--- src/rtl/mdio_pkg.sv ---
package mdio_pkg;
  localparam int unsigned FRAME_BITS = 64;
  localparam int unsigned TA_BIT     = 46;
  localparam int unsigned ACK_BIT    = 47;
  localparam int unsigned DATA_BIT   = 48;
  localparam int unsigned LINK_BIT   = 2;
  localparam logic [4:0]  STATUS_REG = 5'd1;

  typedef struct packed {
    logic        go;
    logic        wr;
    logic        ack;
    logic [4:0]  phy;
    logic [2:0]  rsv;
    logic [4:0]  ra;
    logic [15:0] data;
  } uacc_t;

  localparam logic [7:0] A_VER  = 8'h00;
  localparam logic [7:0] A_CTRL = 8'h04;
  localparam logic [7:0] A_ALIV = 8'h08;
  localparam logic [7:0] A_LINK = 8'h0C;
  localparam logic [7:0] A_LRAW = 8'h10;
  localparam logic [7:0] A_LMSK = 8'h14;
  localparam logic [7:0] A_URAW = 8'h20;
  localparam logic [7:0] A_UMSK = 8'h24;
  localparam logic [7:0] A_MSET = 8'h28;
  localparam logic [7:0] A_MCLR = 8'h2C;
  localparam logic [7:0] A_UACC = 8'h80;
  localparam logic [7:0] A_USEL = 8'h84;
endpackage

--- src/rtl/mdio_clk_div.sv ---
module mdio_clk_div #(
  parameter int unsigned DIV_W = 8
) (
  input  logic             clk_i,
  input  logic             rst_ni,
  input  logic             run_i,
  input  logic [DIV_W-1:0] div_i,
  output logic             mdc_o,
  output logic             rise_o,
  output logic             fall_o
);
  logic [DIV_W-1:0] cnt_q;
  logic             mdc_q;
  logic             wrap;

  assign wrap   = run_i && (cnt_q == div_i);
  assign rise_o = wrap && !mdc_q;
  assign fall_o = wrap && mdc_q;
  assign mdc_o  = mdc_q;

  always_ff @(posedge clk_i or negedge rst_ni) begin
    if (!rst_ni) begin
      cnt_q <= '0;
      mdc_q <= 1'b0;
    end else if (!run_i) begin
      cnt_q <= '0;
    end else if (wrap) begin
      cnt_q <= '0;
      mdc_q <= ~mdc_q;
    end else begin
      cnt_q <= cnt_q + 1'b1;
    end
  end
endmodule

--- src/rtl/mdio_frame_eng.sv ---
module mdio_frame_eng
  import mdio_pkg::*;
(
  input  logic        clk_i,
  input  logic        rst_ni,
  input  logic        start_i,
  input  logic        wr_i,
  input  logic [4:0]  phy_i,
  input  logic [4:0]  ra_i,
  input  logic [15:0] wdata_i,
  input  logic        rise_i,
  input  logic        fall_i,
  input  logic        mdio_i,
  output logic        busy_o,
  output logic        done_o,
  output logic        ack_o,
  output logic [15:0] rdata_o,
  output logic        mdio_o,
  output logic        mdio_oe_o
);
  localparam int unsigned PW = $clog2(FRAME_BITS) + 1;

  logic [FRAME_BITS-1:0] sreg_q;
  logic [PW-1:0]         pos_q, cur;
  logic                  busy_q, done_q, wr_q, ack_q, mdio_q, oe_q;
  logic [15:0]           rdata_q;

  assign cur       = pos_q - 1'b1;
  assign busy_o    = busy_q;
  assign done_o    = done_q;
  assign ack_o     = ack_q;
  assign rdata_o   = rdata_q;
  assign mdio_o    = mdio_q;
  assign mdio_oe_o = oe_q;

  always_ff @(posedge clk_i or negedge rst_ni) begin
    if (!rst_ni) begin
      sreg_q  <= '0;
      pos_q   <= '0;
      busy_q  <= 1'b0;
      done_q  <= 1'b0;
      wr_q    <= 1'b0;
      ack_q   <= 1'b0;
      rdata_q <= '0;
      mdio_q  <= 1'b1;
      oe_q    <= 1'b0;
    end else begin
      done_q <= 1'b0;
      if (start_i && !busy_q) begin
        busy_q <= 1'b1;
        pos_q  <= '0;
        wr_q   <= wr_i;
        sreg_q <= {32'hFFFF_FFFF, 2'b01, (wr_i ? 2'b01 : 2'b10), phy_i, ra_i, 2'b10, wdata_i};
      end else if (busy_q) begin
        // shift out after falling edge
        if (fall_i && pos_q < PW'(FRAME_BITS)) begin
          mdio_q <= sreg_q[FRAME_BITS-1];
          sreg_q <= {sreg_q[FRAME_BITS-2:0], 1'b1};
          oe_q   <= wr_q || (pos_q < PW'(TA_BIT));
          pos_q  <= pos_q + 1'b1;
        end
        // sample on rising edge for the bit presented last
        if (rise_i && pos_q != '0) begin
          if (cur == PW'(ACK_BIT)) ack_q <= ~mdio_i;
          if (cur >= PW'(DATA_BIT)) rdata_q <= {rdata_q[14:0], mdio_i};
          if (cur == PW'(FRAME_BITS - 1)) begin
            busy_q <= 1'b0;
            oe_q   <= 1'b0;
            mdio_q <= 1'b1;
            done_q <= 1'b1;
          end
        end
      end
    end
  end
endmodule

--- src/rtl/mdio_poll_ctrl.sv ---
module mdio_poll_ctrl
  import mdio_pkg::*;
#(
  parameter int unsigned NUM_CH  = 2,
  parameter int unsigned DIV_W   = 8,
  parameter logic [31:0] VERSION = 32'h0001_0002
) (
  input  logic        clk_i,
  input  logic        rst_ni,
  input  logic        reg_req_i,
  input  logic        reg_we_i,
  input  logic [7:0]  reg_addr_i,
  input  logic [31:0] reg_wdata_i,
  output logic [31:0] reg_rdata_o,
  output logic        mdc_o,
  input  logic        mdio_i,
  output logic        mdio_o,
  output logic        mdio_oe_o,
  output logic        link_irq_o,
  output logic        user_irq_o
);
  localparam int unsigned CH_W = (NUM_CH > 1) ? $clog2(NUM_CH) : 1;

  logic              en_q;
  logic [DIV_W-1:0]  div_q;
  logic [31:0]       alive_q, link_q;
  uacc_t             uacc_q [NUM_CH];
  logic [4:0]        sel_phy_q [NUM_CH];
  logic [NUM_CH-1:0] sel_en_q, link_raw_q, user_raw_q, umask_q, go_vec;
  logic [4:0]        poll_q;
  logic              own_user_q;
  logic [CH_W-1:0]   own_ch_q, rr_q, pick;
  logic              pick_valid, start, wr_en, new_link;
  logic              rise, fall, busy, done, ack;
  logic [15:0]       rdata;
  logic              f_wr;
  logic [4:0]        f_phy, f_ra;
  logic [15:0]       f_wdata;

  for (genvar c = 0; c < NUM_CH; c++) begin : g_go
    assign go_vec[c] = uacc_q[c].go;
  end

  // round-robin: first pending channel at or after rr_q
  always_comb begin
    logic [CH_W-1:0] idx;
    pick_valid = 1'b0;
    pick       = rr_q;
    for (int k = NUM_CH - 1; k >= 0; k--) begin
      idx = CH_W'((int'(rr_q) + k) % NUM_CH);
      if (go_vec[idx]) begin
        pick_valid = 1'b1;
        pick       = idx;
      end
    end
  end

  assign start = en_q && !busy && !done;

  always_comb begin
    if (pick_valid) begin
      f_wr    = uacc_q[pick].wr;
      f_phy   = uacc_q[pick].phy;
      f_ra    = uacc_q[pick].ra;
      f_wdata = uacc_q[pick].data;
    end else begin
      f_wr    = 1'b0;
      f_phy   = poll_q;
      f_ra    = STATUS_REG;
      f_wdata = '0;
    end
  end

  mdio_clk_div #(.DIV_W(DIV_W)) u_div (
    .clk_i  (clk_i),
    .rst_ni (rst_ni),
    .run_i  (en_q || busy),
    .div_i  (div_q),
    .mdc_o  (mdc_o),
    .rise_o (rise),
    .fall_o (fall)
  );

  mdio_frame_eng u_eng (
    .clk_i     (clk_i),
    .rst_ni    (rst_ni),
    .start_i   (start),
    .wr_i      (f_wr),
    .phy_i     (f_phy),
    .ra_i      (f_ra),
    .wdata_i   (f_wdata),
    .rise_i    (rise),
    .fall_i    (fall),
    .mdio_i    (mdio_i),
    .busy_o    (busy),
    .done_o    (done),
    .ack_o     (ack),
    .rdata_o   (rdata),
    .mdio_o    (mdio_o),
    .mdio_oe_o (mdio_oe_o)
  );

  assign wr_en    = reg_req_i && reg_we_i;
  assign new_link = ack && rdata[LINK_BIT];

  always_ff @(posedge clk_i or negedge rst_ni) begin
    if (!rst_ni) begin
      en_q       <= 1'b0;
      div_q      <= '0;
      alive_q    <= '0;
      link_q     <= '0;
      sel_en_q   <= '0;
      link_raw_q <= '0;
      user_raw_q <= '0;
      umask_q    <= '0;
      poll_q     <= '0;
      own_user_q <= 1'b0;
      own_ch_q   <= '0;
      rr_q       <= '0;
      for (int c = 0; c < NUM_CH; c++) begin
        uacc_q[c]    <= '0;
        sel_phy_q[c] <= '0;
      end
    end else begin
      if (wr_en) begin
        case (reg_addr_i)
          A_CTRL: begin
            en_q  <= reg_wdata_i[30];
            div_q <= reg_wdata_i[DIV_W-1:0];
          end
          A_LRAW:  link_raw_q <= link_raw_q & ~reg_wdata_i[NUM_CH-1:0];
          A_URAW:  user_raw_q <= user_raw_q & ~reg_wdata_i[NUM_CH-1:0];
          A_MSET:  umask_q    <= umask_q | reg_wdata_i[NUM_CH-1:0];
          A_MCLR:  umask_q    <= umask_q & ~reg_wdata_i[NUM_CH-1:0];
          default: ;
        endcase
      end
      for (int c = 0; c < NUM_CH; c++) begin
        if (wr_en && reg_addr_i == 8'(A_UACC + 8 * c) && !uacc_q[c].go) begin
          uacc_q[c]     <= uacc_t'(reg_wdata_i);
          uacc_q[c].ack <= 1'b0;
          uacc_q[c].rsv <= '0;
        end
        if (wr_en && reg_addr_i == 8'(A_USEL + 8 * c)) begin
          sel_phy_q[c] <= reg_wdata_i[4:0];
          sel_en_q[c]  <= reg_wdata_i[8];
        end
      end
      if (start) begin
        own_user_q <= pick_valid;
        own_ch_q   <= pick;
        if (pick_valid) rr_q <= CH_W'((int'(pick) + 1) % NUM_CH);
      end
      // completion updates win over same-cycle host clears
      if (done) begin
        if (!own_user_q) begin
          alive_q[poll_q] <= ack;
          link_q[poll_q]  <= new_link;
          poll_q          <= poll_q + 1'b1;
          for (int c = 0; c < NUM_CH; c++) begin
            if (sel_phy_q[c] == poll_q && link_q[poll_q] != new_link) link_raw_q[c] <= 1'b1;
          end
        end else begin
          uacc_q[own_ch_q].go  <= 1'b0;
          uacc_q[own_ch_q].ack <= ack;
          if (!uacc_q[own_ch_q].wr) uacc_q[own_ch_q].data <= rdata;
          user_raw_q[own_ch_q] <= 1'b1;
        end
      end
    end
  end

  always_comb begin
    reg_rdata_o = '0;
    case (reg_addr_i)
      A_VER:          reg_rdata_o = VERSION;
      A_CTRL:         reg_rdata_o = {1'b0, en_q, {(30 - DIV_W){1'b0}}, div_q};
      A_ALIV:         reg_rdata_o = alive_q;
      A_LINK:         reg_rdata_o = link_q;
      A_LRAW:         reg_rdata_o = 32'(link_raw_q);
      A_LMSK:         reg_rdata_o = 32'(link_raw_q & sel_en_q);
      A_URAW:         reg_rdata_o = 32'(user_raw_q);
      A_UMSK:         reg_rdata_o = 32'(user_raw_q & umask_q);
      A_MSET, A_MCLR: reg_rdata_o = 32'(umask_q);
      default: ;
    endcase
    for (int c = 0; c < NUM_CH; c++) begin
      if (reg_addr_i == 8'(A_UACC + 8 * c)) reg_rdata_o = uacc_q[c];
      if (reg_addr_i == 8'(A_USEL + 8 * c)) reg_rdata_o = {23'd0, sel_en_q[c], 3'd0, sel_phy_q[c]};
    end
  end

  assign link_irq_o = |(link_raw_q & sel_en_q);
  assign user_irq_o = |(user_raw_q & umask_q);
endmodule

--- config.mk ---
export PLATFORM = sky130hd
export DESIGN_NAME = mdio_poll_ctrl
export DESIGN_NICKNAME = d
export VERILOG_FILES = /design/src/rtl/mdio_pkg.sv /design/src/rtl/mdio_clk_div.sv /design/src/rtl/mdio_frame_eng.sv /design/src/rtl/mdio_poll_ctrl.sv
export SDC_FILE = /design/constraint.sdc
export NUM_CORES = 1
export LEC_CHECK = 0
export ABC_AREA = 0
export BUFFER_PORTS_ARGS = -buffer_cell sky130_fd_sc_hd__buf_2
export CAP_MARGIN = 40
export CORE_MARGIN = 1
export CORE_UTILIZATION = 55
export DETAILED_ROUTE_END_ITERATION = 6
export GPL_TIMING_DRIVEN = 0
export HOLD_SLACK_MARGIN = 0.02
export PLACE_DENSITY = 0.75
export SYNTH_ARGS = -nofsm -noshare
export SYNTH_HDL_FRONTEND = slang
export SYNTH_SLANG_ARGS = --single-unit
--- constraint.sdc ---
create_clock -name clk_i -period 2.65 [get_ports clk_i]
set_input_delay 0.53 -clock clk_i [delete_from_list [all_inputs] [get_ports clk_i]]
set_output_delay 0.53 -clock clk_i [all_outputs]
set_load 0.1 [all_outputs]
* Yosys cells after proc, flatten, opt, wreduce, memory -nomap -nowiden
Cells that the tools add are included.
** Word-level totals
- Register bits :: 265
- Word-level logic and storage cells :: 217
** Operators by class
- Add/sub/neg operators :: 6
- Order comparisons :: 12
- Equality and inequality tests :: 19
- Mux-type cells :: 79
- Bitwise logic cells :: 16
- Reduce and logical (&&, ||, !) cells :: 45
** Operators with widths (count)
- 64-bit 2-to-1 mux :: 6
- 32-bit case mux with 9 select lines :: 1
- 32-bit 2-to-1 mux :: 7
- 64-bit bitwise mux :: 3
- 31-bit 2-to-1 mux :: 6
- 32-bit demux with 1-bit select :: 3
- 32-bit bitwise mux :: 2
- 8-bit by 6-bit == test with 1-bit output (second input constant) :: 4
- 8-bit == test (second input constant) :: 4
- 16-bit 2-to-1 mux :: 2
- 30-bit 2-to-1 mux :: 1
- 1-bit 2-to-1 mux :: 28
- 1-bit logical AND :: 21
- 7-bit 2-to-1 mux :: 3
- 2-bit 2-to-1 mux :: 9
- 8-bit by 4-bit == test with 1-bit output (second input constant) :: 2
- 8-bit by 5-bit == test with 1-bit output (second input constant) :: 2
- 8-bit 2-to-1 mux :: 2
- 2-bit bitwise AND :: 7
- 7-bit by 6-bit == test with 1-bit output (second input constant) :: 2
- 2-bit AND reduction :: 7
- 5-bit == test :: 2
- 5-bit 2-to-1 mux :: 2
- 8-bit by 1-bit adder with 8-bit output (second input constant) :: 1
- 31 further kinds :: 50

* Depth between registers and ports, before layout
Gate-level depths: netlist (run 1).
- Word-level depth :: 12
- Gate-level depth with buffers :: 10

* Modules after synthesis
Synthesis (run 1) repeated with hierarchy kept, for this count alone.
** Second synthesis, totals
- Cell total of the unflattened synthesis :: 1232
- Area total of the unflattened synthesis :: 12898.6 µm²
** Modules (own cells, without submodules)
- mdio_poll_ctrl :: times used 1, cells each 772, area an instance 8293.0 µm², seq. area each 3928.8 µm²
- mdio_frame_eng :: times used 1, cells each 411, area an instance 4108.9 µm², seq. area each 2328.5 µm²
- mdio_clk_div :: times used 1, cells each 49, area an instance 496.7 µm², seq. area each 225.2 µm²

* Worst setup path after synthesis (run 1)
No wires, ideal clock.
- Kind :: input to output
- Start :: in reg_addr_i[4]
- End :: out reg_rdata_o[2]
- Data arrival time :: 4.096 ns
- Data required time :: 2.120 ns
- Setup slack :: -1.976 ns
- Cell stages on the path :: 7
- Cell sequence :: buf_2 nor4_1 and3_1 buf_2 buf_1 a21oi_1 o21ai_0
** Between the ends
- Cells in the longest elaborated chain, start to end :: 7
** RTL lines
- from (decl) :: line mdio_poll_ctrl.sv:12 : input logic [7:0] reg_addr_i,
- 8-bit by 6-bit == test with 1-bit output :: line mdio_poll_ctrl.sv:175 : case (reg_addr_i)
- 2-bit OR reduction :: line mdio_poll_ctrl.sv:175
- 32-bit case mux with 9 select lines :: line mdio_poll_ctrl.sv:175
- 32-bit 2-to-1 mux :: line mdio_poll_ctrl.sv:188 : if (reg_addr_i == 8'(A_UACC + 8 * c)) reg_rdata_o = uacc_q[c];
- 32-bit 2-to-1 mux :: line mdio_poll_ctrl.sv:189 : if (reg_addr_i == 8'(A_USEL + 8 * c)) reg_rdata_o = {23'd0, sel_en_q[c], 3'd0, sel_phy_q[c]};
- 32-bit 2-to-1 mux :: line mdio_poll_ctrl.sv:188
- 32-bit 2-to-1 mux * :: line mdio_poll_ctrl.sv:189
- to (decl) :: line mdio_poll_ctrl.sv:14 : output logic [31:0] reg_rdata_o,
Every way passes the cells marked *; elsewhere a longest branch is shown, timed or not.

* Worst setup path in the final report (run 1)
- Start :: reg div_q[0]
- End :: out reg_rdata_o[0]
** Between the ends
- Cells in the longest elaborated chain, start to end :: 5
** RTL lines
- from (decl) :: line mdio_poll_ctrl.sv:25 : logic [DIV_W-1:0] div_q;
- from (signal assigned) :: line mdio_poll_ctrl.sv:129 : div_q <= reg_wdata_i[DIV_W-1:0];
- 32-bit case mux with 9 select lines :: line mdio_poll_ctrl.sv:175
- 32-bit 2-to-1 mux :: line mdio_poll_ctrl.sv:188
- 32-bit 2-to-1 mux :: line mdio_poll_ctrl.sv:189
- 32-bit 2-to-1 mux :: line mdio_poll_ctrl.sv:188
- 32-bit 2-to-1 mux :: line mdio_poll_ctrl.sv:189
Every way passes these cells.

==> flow_metrics.py, run 1 <==
metrics = {
    "run_status": {
        "run_status": "complete, but fails checks",
        "violations": "design-rule violations, negative setup slack",
    },
    "clock_tree": {
        "ctsRootBufferMaster": "sky130_fd_sc_hd__clkbuf_16",
        "cts_buffers": 28,
        "clk_transition_reported_paths_ns": 0.06,
        "tritoncts_num_sinks": 259,
        "worst_skew_pair.late_latency_ns": 0.56,
        "tritoncts": "yes",
        "cts_buffer_depth": 3,
        "htreeDepth": 1,
    },
    "global_routing": {
        "met3_usage": 0.0504,
        "grt_use_met1": 0.412,
        "gr-usage-met2": 0.502,
        "global_route.usage.total": 0.309,
        "grt_max_degree": 121,
        "grt_first_pass_wirelength_um": 56800,
        "first_global_vias": 10300,
        "initial_antenna_violation_count": 1,
        "gr-total-overflow": 0,
        "globalRoute.busiestLayer": "met2",
    },
    "power": {
        "design_power_total_mw": 10.7,
        "ir_drop_v": 0.000627,
        "total_leakage_power_nw": 6.79,
        "power_density_mw_per_mm2": 689,
    },
    "job": {
        "max_cap_viols": 0,
    },
    "critical_path": {
        "worstPathCellList": "nor2b_1 -> a31oi_1 -> o41ai_2 -> a221oi_2 -> a22oi_1 -> a221o_2 -> buf_12",
        "cpMaxStageDelayCell": "sky130_fd_sc_hd__dfrtp_1",
        "worstPathArrival_ns": 2.29,
        "critical_path_peak_fanout": 3,
        "worst-setup-path-type": "reg2out",
        "critical_path.max_stage_delay_ns": 0.40,
        "critical_path_buf_inv_count": 1,
        "timing.critical_path.to_type": "primary output",
        "worst_path_dominant_cell_family": "compound AO/OA/AOI/OAI gates",
        "worst_setup_path_start_kind": "flop",
        "cp.required_ns": 2.12,
    },
    "placed_design": {
        "placement.cell_area_sq_mm": 0.0138,
        "placement.setup.worst_slack_ns": -0.911,
        "portBuffers": 76,
        "post-place-cells": 1601,
        "routabilityCongestion": 0.935,
        "detailed_place_hpwl_um": 25300,
    },
    "logic_synthesis": {
        "synth_async_sr_flop_share": 1.00,
        "synth.avg_cell_area_sq_um": 10.3,
        "post-synth-top-area-fraction": 0.507,
        "post-synth-top-area-cell": "sky130_fd_sc_hd__dfrtp_1",
        "most_used_flip_flop_cell_after_synthesis": "sky130_fd_sc_hd__dfrtp_1",
        "post_synth_edffs": 0,
        "number_of_synthesis_warnings": 0,
        "netlist_instances": 1237,
        "synth_area_sq_mm": 0.0127,
        "synth.area.top_cells": "sky130_fd_sc_hd__dfrtp_1 (51%), sky130_fd_sc_hd__mux2_2 (11%), sky130_fd_sc_hd__nand2_1 (6.6%)",
        "netlist_top_cells_count": "sky130_fd_sc_hd__dfrtp_1 (258), sky130_fd_sc_hd__nand2_1 (223), sky130_fd_sc_hd__mux2_2 (119)",
        "synth.yosys.seq_area_share": 0.509,
        "synth.distinct_cells": 71,
        "ys_seq_elements": 259,
        "most_common_cell_in_the_netlist": "sky130_fd_sc_hd__dfrtp_1",
        "synthesis.nets": 1290,
    },
    "detailed_routing": {
        "route.detailed.vias_per_inst": 6.19,
        "average_detailed_routed_wire_length_per_instance_um": 21.8,
        "drt-pass1-iter-count": 7,
        "route.vias.total": 10300,
        "ant_nets": 0,
        "drtIter0Drc": 1082,
        "routed_wirelength_um": 36200,
        "post-route-drc-count": 1,
    },
    "floorplan": {
        "die_x_um": 154,
        "start_util": 0.561,
        "design.core.area_sq_mm": 0.0227,
        "dieArea_sq_mm": 0.0238,
        "floorplan.die.height_um": 154,
        "boundaryPins": 82,
        "fp-row-count": 55,
    },
    "sta": {
        "timing.hold.ws_ns": 0.183,
        "finClkSkew_ns": 0.0273,
        "post-route-min-period_ns": 2.82,
        "worst_slew_margin_rel": 0.469,
        "fin_tns_setup_ns": -0.253,
        "fmaxAchievable_mhz": 355,
        "max_slew.worst_pin.slew_ns": 0.795,
        "drv_slew": 0,
        "worst_slack_ns": -0.166,
        "grt_setup_unrepaired": "yes",
        "final.period_utilization": 1.06,
        "timing.final.hold_violations": 0,
        "finalSetupViolations": 5,
    },
    "layout": {
        "layout.nets": 1409,
        "post-route-cell-area_sq_mm": 0.0155,
        "post_layout_nonfiller_instances": 1663,
        "layout.area.seq_sq_mm": 0.00648,
        "area_of_the_multi_input_gates_sq_mm": 0.00627,
        "layout-drive-gt1-share": 0.253,
        "area.growth.synth_to_final_pct": 21.5,
        "antennaDiodeCount": 0,
        "postLayoutCoreUtil": 0.682,
        "num-fill-cells": 1622,
    },
    "min_path": {
        "timing.hold.worst.class": "in2reg",
    },
}
## per-layer routing
| layer | part of all wire | up-vias |
|---|---|---|
| met1 | 0.41 | 5053 |
| li1 | - | 4652 |
| met2 | 0.47 | 470 |
| met4 | 0.045 | 2 |
| met5 | 0.00036 | - |
| met3 | 0.075 | 109 |
## cell usage in the layout, fill, tap and decap left out, types with 29 or more instances in the layout
cell,count
sky130_fd_sc_hd__nand2_1,198
sky130_fd_sc_hd__clkbuf_1,51
sky130_fd_sc_hd__buf_2,37
sky130_fd_sc_hd__nand3_1,53
sky130_fd_sc_hd__a21oi_1,49
sky130_fd_sc_hd__clkbuf_16,29
sky130_fd_sc_hd__mux2_2,118
sky130_fd_sc_hd__o21ai_0,56
sky130_fd_sc_hd__nor2_1,82
sky130_fd_sc_hd__dfrtp_1,258
sky130_fd_sc_hd__mux2i_1,49
## final timing paths
check                                         start                        to  slack, ns  cells after the start
max                            div_q[0]$_DFFE_PN0P_            reg_rdata_o[0]      -0.17                      7
min                                          mdio_i   u_eng.ack_o$_DFFE_PN0P_       0.18                      2
max reg2reg                   poll_q[4]$_DFFE_PN0P_   link_raw_q[1]$_DFF_PN0_       0.08                      8
min reg2reg                u_eng.mdio_o$_DFFE_PN1P_  u_eng.mdio_o$_DFFE_PN1P_       0.47                      2
max in group asynchronous                    rst_ni      uacc_q[11]$_DFF_PN0_       1.24                      3
min in group asynchronous                    rst_ni      uacc_q[29]$_DFF_PN0_       0.50                      2
## sequential cells by signal (all words and copies together), names as in the netlist, 5 cells and up, named ones only
signal,count
u_eng.sreg_q,64
uacc_q,56
alive_q,32
link_q,32
u_eng.rdata_o,16
sel_phy_q,10
div_q,8
u_div.cnt_q,8
u_eng.pos_q,7
poll_q,5
## worst register-to-register path: stages, from the launching register on
cell,delay (ns)
sky130_fd_sc_hd__dfrtp_1,0.38
sky130_fd_sc_hd__buf_1,0.52
sky130_fd_sc_hd__nand3b_1,0.34
sky130_fd_sc_hd__o21ai_0,0.18
sky130_fd_sc_hd__o21ai_0,0.29
sky130_fd_sc_hd__o2111ai_1,0.19
sky130_fd_sc_hd__xor2_1,0.19
sky130_fd_sc_hd__buf_4,0.16
sky130_fd_sc_hd__a32o_1,0.21
## cells by family after synthesis
logic type	Yosys count	share of synthesized area
AO/OA/AOI/OAI	225	0.114
AND/OR/NAND/NOR	436	0.154
multiplexers	184	0.160
buffers and inverters	89	0.0303
flip-flops	259	0.509
XOR/XNOR	35	0.0241
adder cells (fa/ha/maj)	9	0.00864
## final cells by class
cell class / count / share of cell area
buffer: 67 / 0.0268
clock buffer: 48 / 0.0560
clock inverter: 4 / 0.00307
inverter: 16 / 0.00388
multi-input combinational: 889 / 0.405
sequential: 259 / 0.419
tap: 285 / 0.0230
timing repair buffer: 95 / 0.0635
## what timing repair did
action	CTS	global route
hold buffers	1	0
setup buffers	8	7
hold endpoints to repair	46	0
resized for setup	140	40
setup endpoints to repair	32	65
pin swaps	21	22
## power by group
group	total [mW]	switching (mW)	internal, mW
Combinational	1.96	1.27	0.692
Clock	3.87	1.56	2.30
Sequential	4.84	0.334	4.51
No activity file was read; power rests on OpenSTA's default activity.
==> run 2: changes to the inputs <==
--- a/config.mk
+++ b/config.mk
@@ -14,6 +14,8 @@
 export GPL_TIMING_DRIVEN = 0
 export HOLD_SLACK_MARGIN = 0.02
 export PLACE_DENSITY = 0.75
+export REMOVE_ABC_BUFFERS = 1
+export SKIP_CTS_REPAIR_TIMING = 1
 export SYNTH_ARGS = -nofsm -noshare
 export SYNTH_HDL_FRONTEND = slang
 export SYNTH_SLANG_ARGS = --single-unit
==> flow_metrics.py, run 2 (synthesis gave the netlist of run 1 again) <==
metrics = {
    "run_status": {
        "violations": "negative hold slack, negative setup slack",
        "run_status": "complete, but fails checks",
    },
    "placed_design": {
        "placement.setup.worst_slack_ns": -1.37,
        "detailed_place_hpwl_um": 22400,
        "routabilityCongestion": 0.862,
        "portBuffers": 77,
        "placement.cell_area_sq_mm": 0.0136,
    },
    "detailed_routing": {
        "route.vias.total": 10000,
        "route.detailed.vias_per_inst": 6.16,
        "ant_nets": 0,
        "drtIter0Drc": 927,
        "post-route-drc-count": 0,
        "routed_wirelength_um": 33100,
        "drt-pass1-iter-count": 6,
        "average_detailed_routed_wire_length_per_instance_um": 20.4,
    },
    "job": {
        "max_cap_viols": 0,
    },
    "global_routing": {
        "grt_use_met1": 0.373,
        "grt_first_pass_wirelength_um": 51600,
        "gr-total-overflow": 0,
        "grt_max_degree": 91,
        "globalRoute.busiestLayer": "met2",
        "gr-usage-met2": 0.450,
        "met3_usage": 0.0423,
        "initial_antenna_violation_count": 0,
        "first_global_vias": 9564,
        "global_route.usage.total": 0.274,
    },
    "power": {
        "total_leakage_power_nw": 6.79,
        "clock_power_share": 0.350,
        "pwr-share-seq": 0.465,
        "power_density_mw_per_mm2": 684,
        "ir_drop_v": 0.000506,
        "cell_int_power_mw": 7.42,
        "power_switching_mw": 3.09,
        "power_switching_share": 0.294,
        "comb_power_share": 0.185,
    },
    "clock_tree": {
        "clk_transition_reported_paths_ns": 0.06,
        "htreeDepth": 1,
        "tritoncts": "yes",
        "ctsRootBufferMaster": "sky130_fd_sc_hd__clkbuf_16",
        "cts_buffer_depth": 3,
        "cts_buffers": 27,
        "worst_skew_pair.late_latency_ns": 0.53,
        "tritoncts_num_sinks": 259,
    },
    "floorplan": {
        "dieArea_sq_mm": 0.0238,
        "boundaryPins": 82,
        "start_util": 0.561,
        "fp-row-count": 55,
        "die_x_um": 154,
        "design.core.area_sq_mm": 0.0227,
        "floorplan.die.height_um": 154,
    },
    "sta": {
        "worst_slew_margin_rel": 0.503,
        "finalSetupViolations": 30,
        "final.period_utilization": 1.09,
        "fin_tns_setup_ns": -1.86,
        "max_slew.worst_pin.slew_ns": 0.743,
        "grt_setup_unrepaired": "yes",
        "timing.hold.ws_ns": -0.00275,
        "fmaxAchievable_mhz": 347,
        "post-route-min-period_ns": 2.88,
        "drv_slew": 0,
        "timing.final.hold_violations": 2,
        "worst_slack_ns": -0.231,
        "finClkSkew_ns": 0.0148,
    },
    "layout": {
        "layout.cells.most_common_list": "sky130_fd_sc_hd__dfrtp_1 (257), sky130_fd_sc_hd__nand2_1 (212), sky130_fd_sc_hd__mux2_2 (119)",
        "area.growth.synth_to_final_pct": 20.6,
        "layout.nets": 1376,
        "reg_top3": "u_eng.sreg_q: 64 flops, uacc_q: 56 flops",
        "largest_register": "u_eng.sreg_q",
        "antennaDiodeCount": 0,
        "max_ffs_per_register": 64,
        "most_common_library_cell_in_the_layout_ignoring_fill_and_taps": "sky130_fd_sc_hd__dfrtp_1",
        "layout-drive-gt1-share": 0.251,
        "postLayoutCoreUtil": 0.676,
        "post-route-cell-area_sq_mm": 0.0154,
    },
    "critical_path": {
        "cp.required_ns": 2.12,
        "reg2reg_to": "link_raw_q[0]$_DFF_PN0_",
        "timing.critical_path.to_type": "primary output",
        "worst_setup_path_start_kind": "primary input",
        "worstPathArrival_ns": 2.35,
        "timing.reg2reg.setup_slack_ns": 0.16,
        "critPathCapture": "reg_rdata_o[16]",
        "reg2reg_from": "poll_q[0]$_DFFE_PN0P_",
        "worst-setup-path-type": "in2out",
        "reg2regPathDepth": 6,
        "setup.worst_path.start": "reg_addr_i[2]",
        "critical_path_peak_fanout": 13,
    },
    "min_path": {
        "timing.hold.worst.class": "in2async",
    },
}
## run 2: worst max-delay path, cell delays in order
cell and delay [ns]:
sky130_fd_sc_hd__buf_6 0.15, sky130_fd_sc_hd__and2b_2 0.24, sky130_fd_sc_hd__and3_4 0.20, sky130_fd_sc_hd__buf_12 0.14, sky130_fd_sc_hd__a222oi_1 0.51, sky130_fd_sc_hd__o21ai_1 0.30, sky130_fd_sc_hd__buf_6 0.27
## run 2: how the worst min path moves through the flow
| stage | from | endpoint | slack (ns) | depth (start not counted) |
|---|---|---|---|---|
| 2_1_floorplan | rst_ni | async pin | 0.23 | 0 |
| 3_3_place_gp | u_eng.mdio_o$_DFFE_PN1P_ | u_eng.mdio_o$_DFFE_PN1P_ | 0.45 | 2 |
| 6_report | rst_ni | uacc_q[47]$_DFF_PN0_ | -0.003 | 1 |
| 5_1_grt | rst_ni | uacc_q[15]$_DFF_PN0_ | 0.06 | 1 |
| 4_1_cts | rst_ni | uacc_q[15]$_DFF_PN0_ | 0.03 | 1 |
| 3_5_place_dp | u_eng.mdio_o$_DFFE_PN1P_ | u_eng.mdio_o$_DFFE_PN1P_ | 0.45 | 2 |
## run 2: final cells by class
cell class | instances | area [sq um]
fill | 1651 | 7350
sequential | 259 | 6480
multi-input combinational | 889 | 6050
timing repair buffer | 130 | 1560
clock buffer | 44 | 820
tap | 285 | 357
inverter | 16 | 60.1
clock inverter | 1 | 30.0
## run 2: stage by stage
| stage | cells | power (mW) |
|---|---|---|
| after floorplan | 1164 | 6.12 |
| after global placement | 1526 | 6.61 |
| after detailed placement | 1551 | 6.79 |
| after CTS | 1596 | 10.5 |
| after global routing | 1624 | 11.0 |
| final | 1624 | 10.5 |
## run 2: power by group through the flow
stage / Combinational [mW] / Clock (mW) / Sequential, mW
2_1_floorplan: 1.11 / 0 / 5.00
3_3_place_gp: 1.69 / 0 / 4.92
3_5_place_dp: 1.86 / 0 / 4.94
4_1_cts: 1.87 / 3.72 / 4.87
5_1_grt: 2.15 / 3.87 / 4.95
6_report: 1.94 / 3.68 / 4.89
## run 2: per-layer routing
layer | up-vias | share of wire
met4 | 0 | 0.032
li1 | 4589 | -
met3 | 74 | 0.071
met2 | 409 | 0.48
met1 | 4938 | 0.42
met5 | - | 0
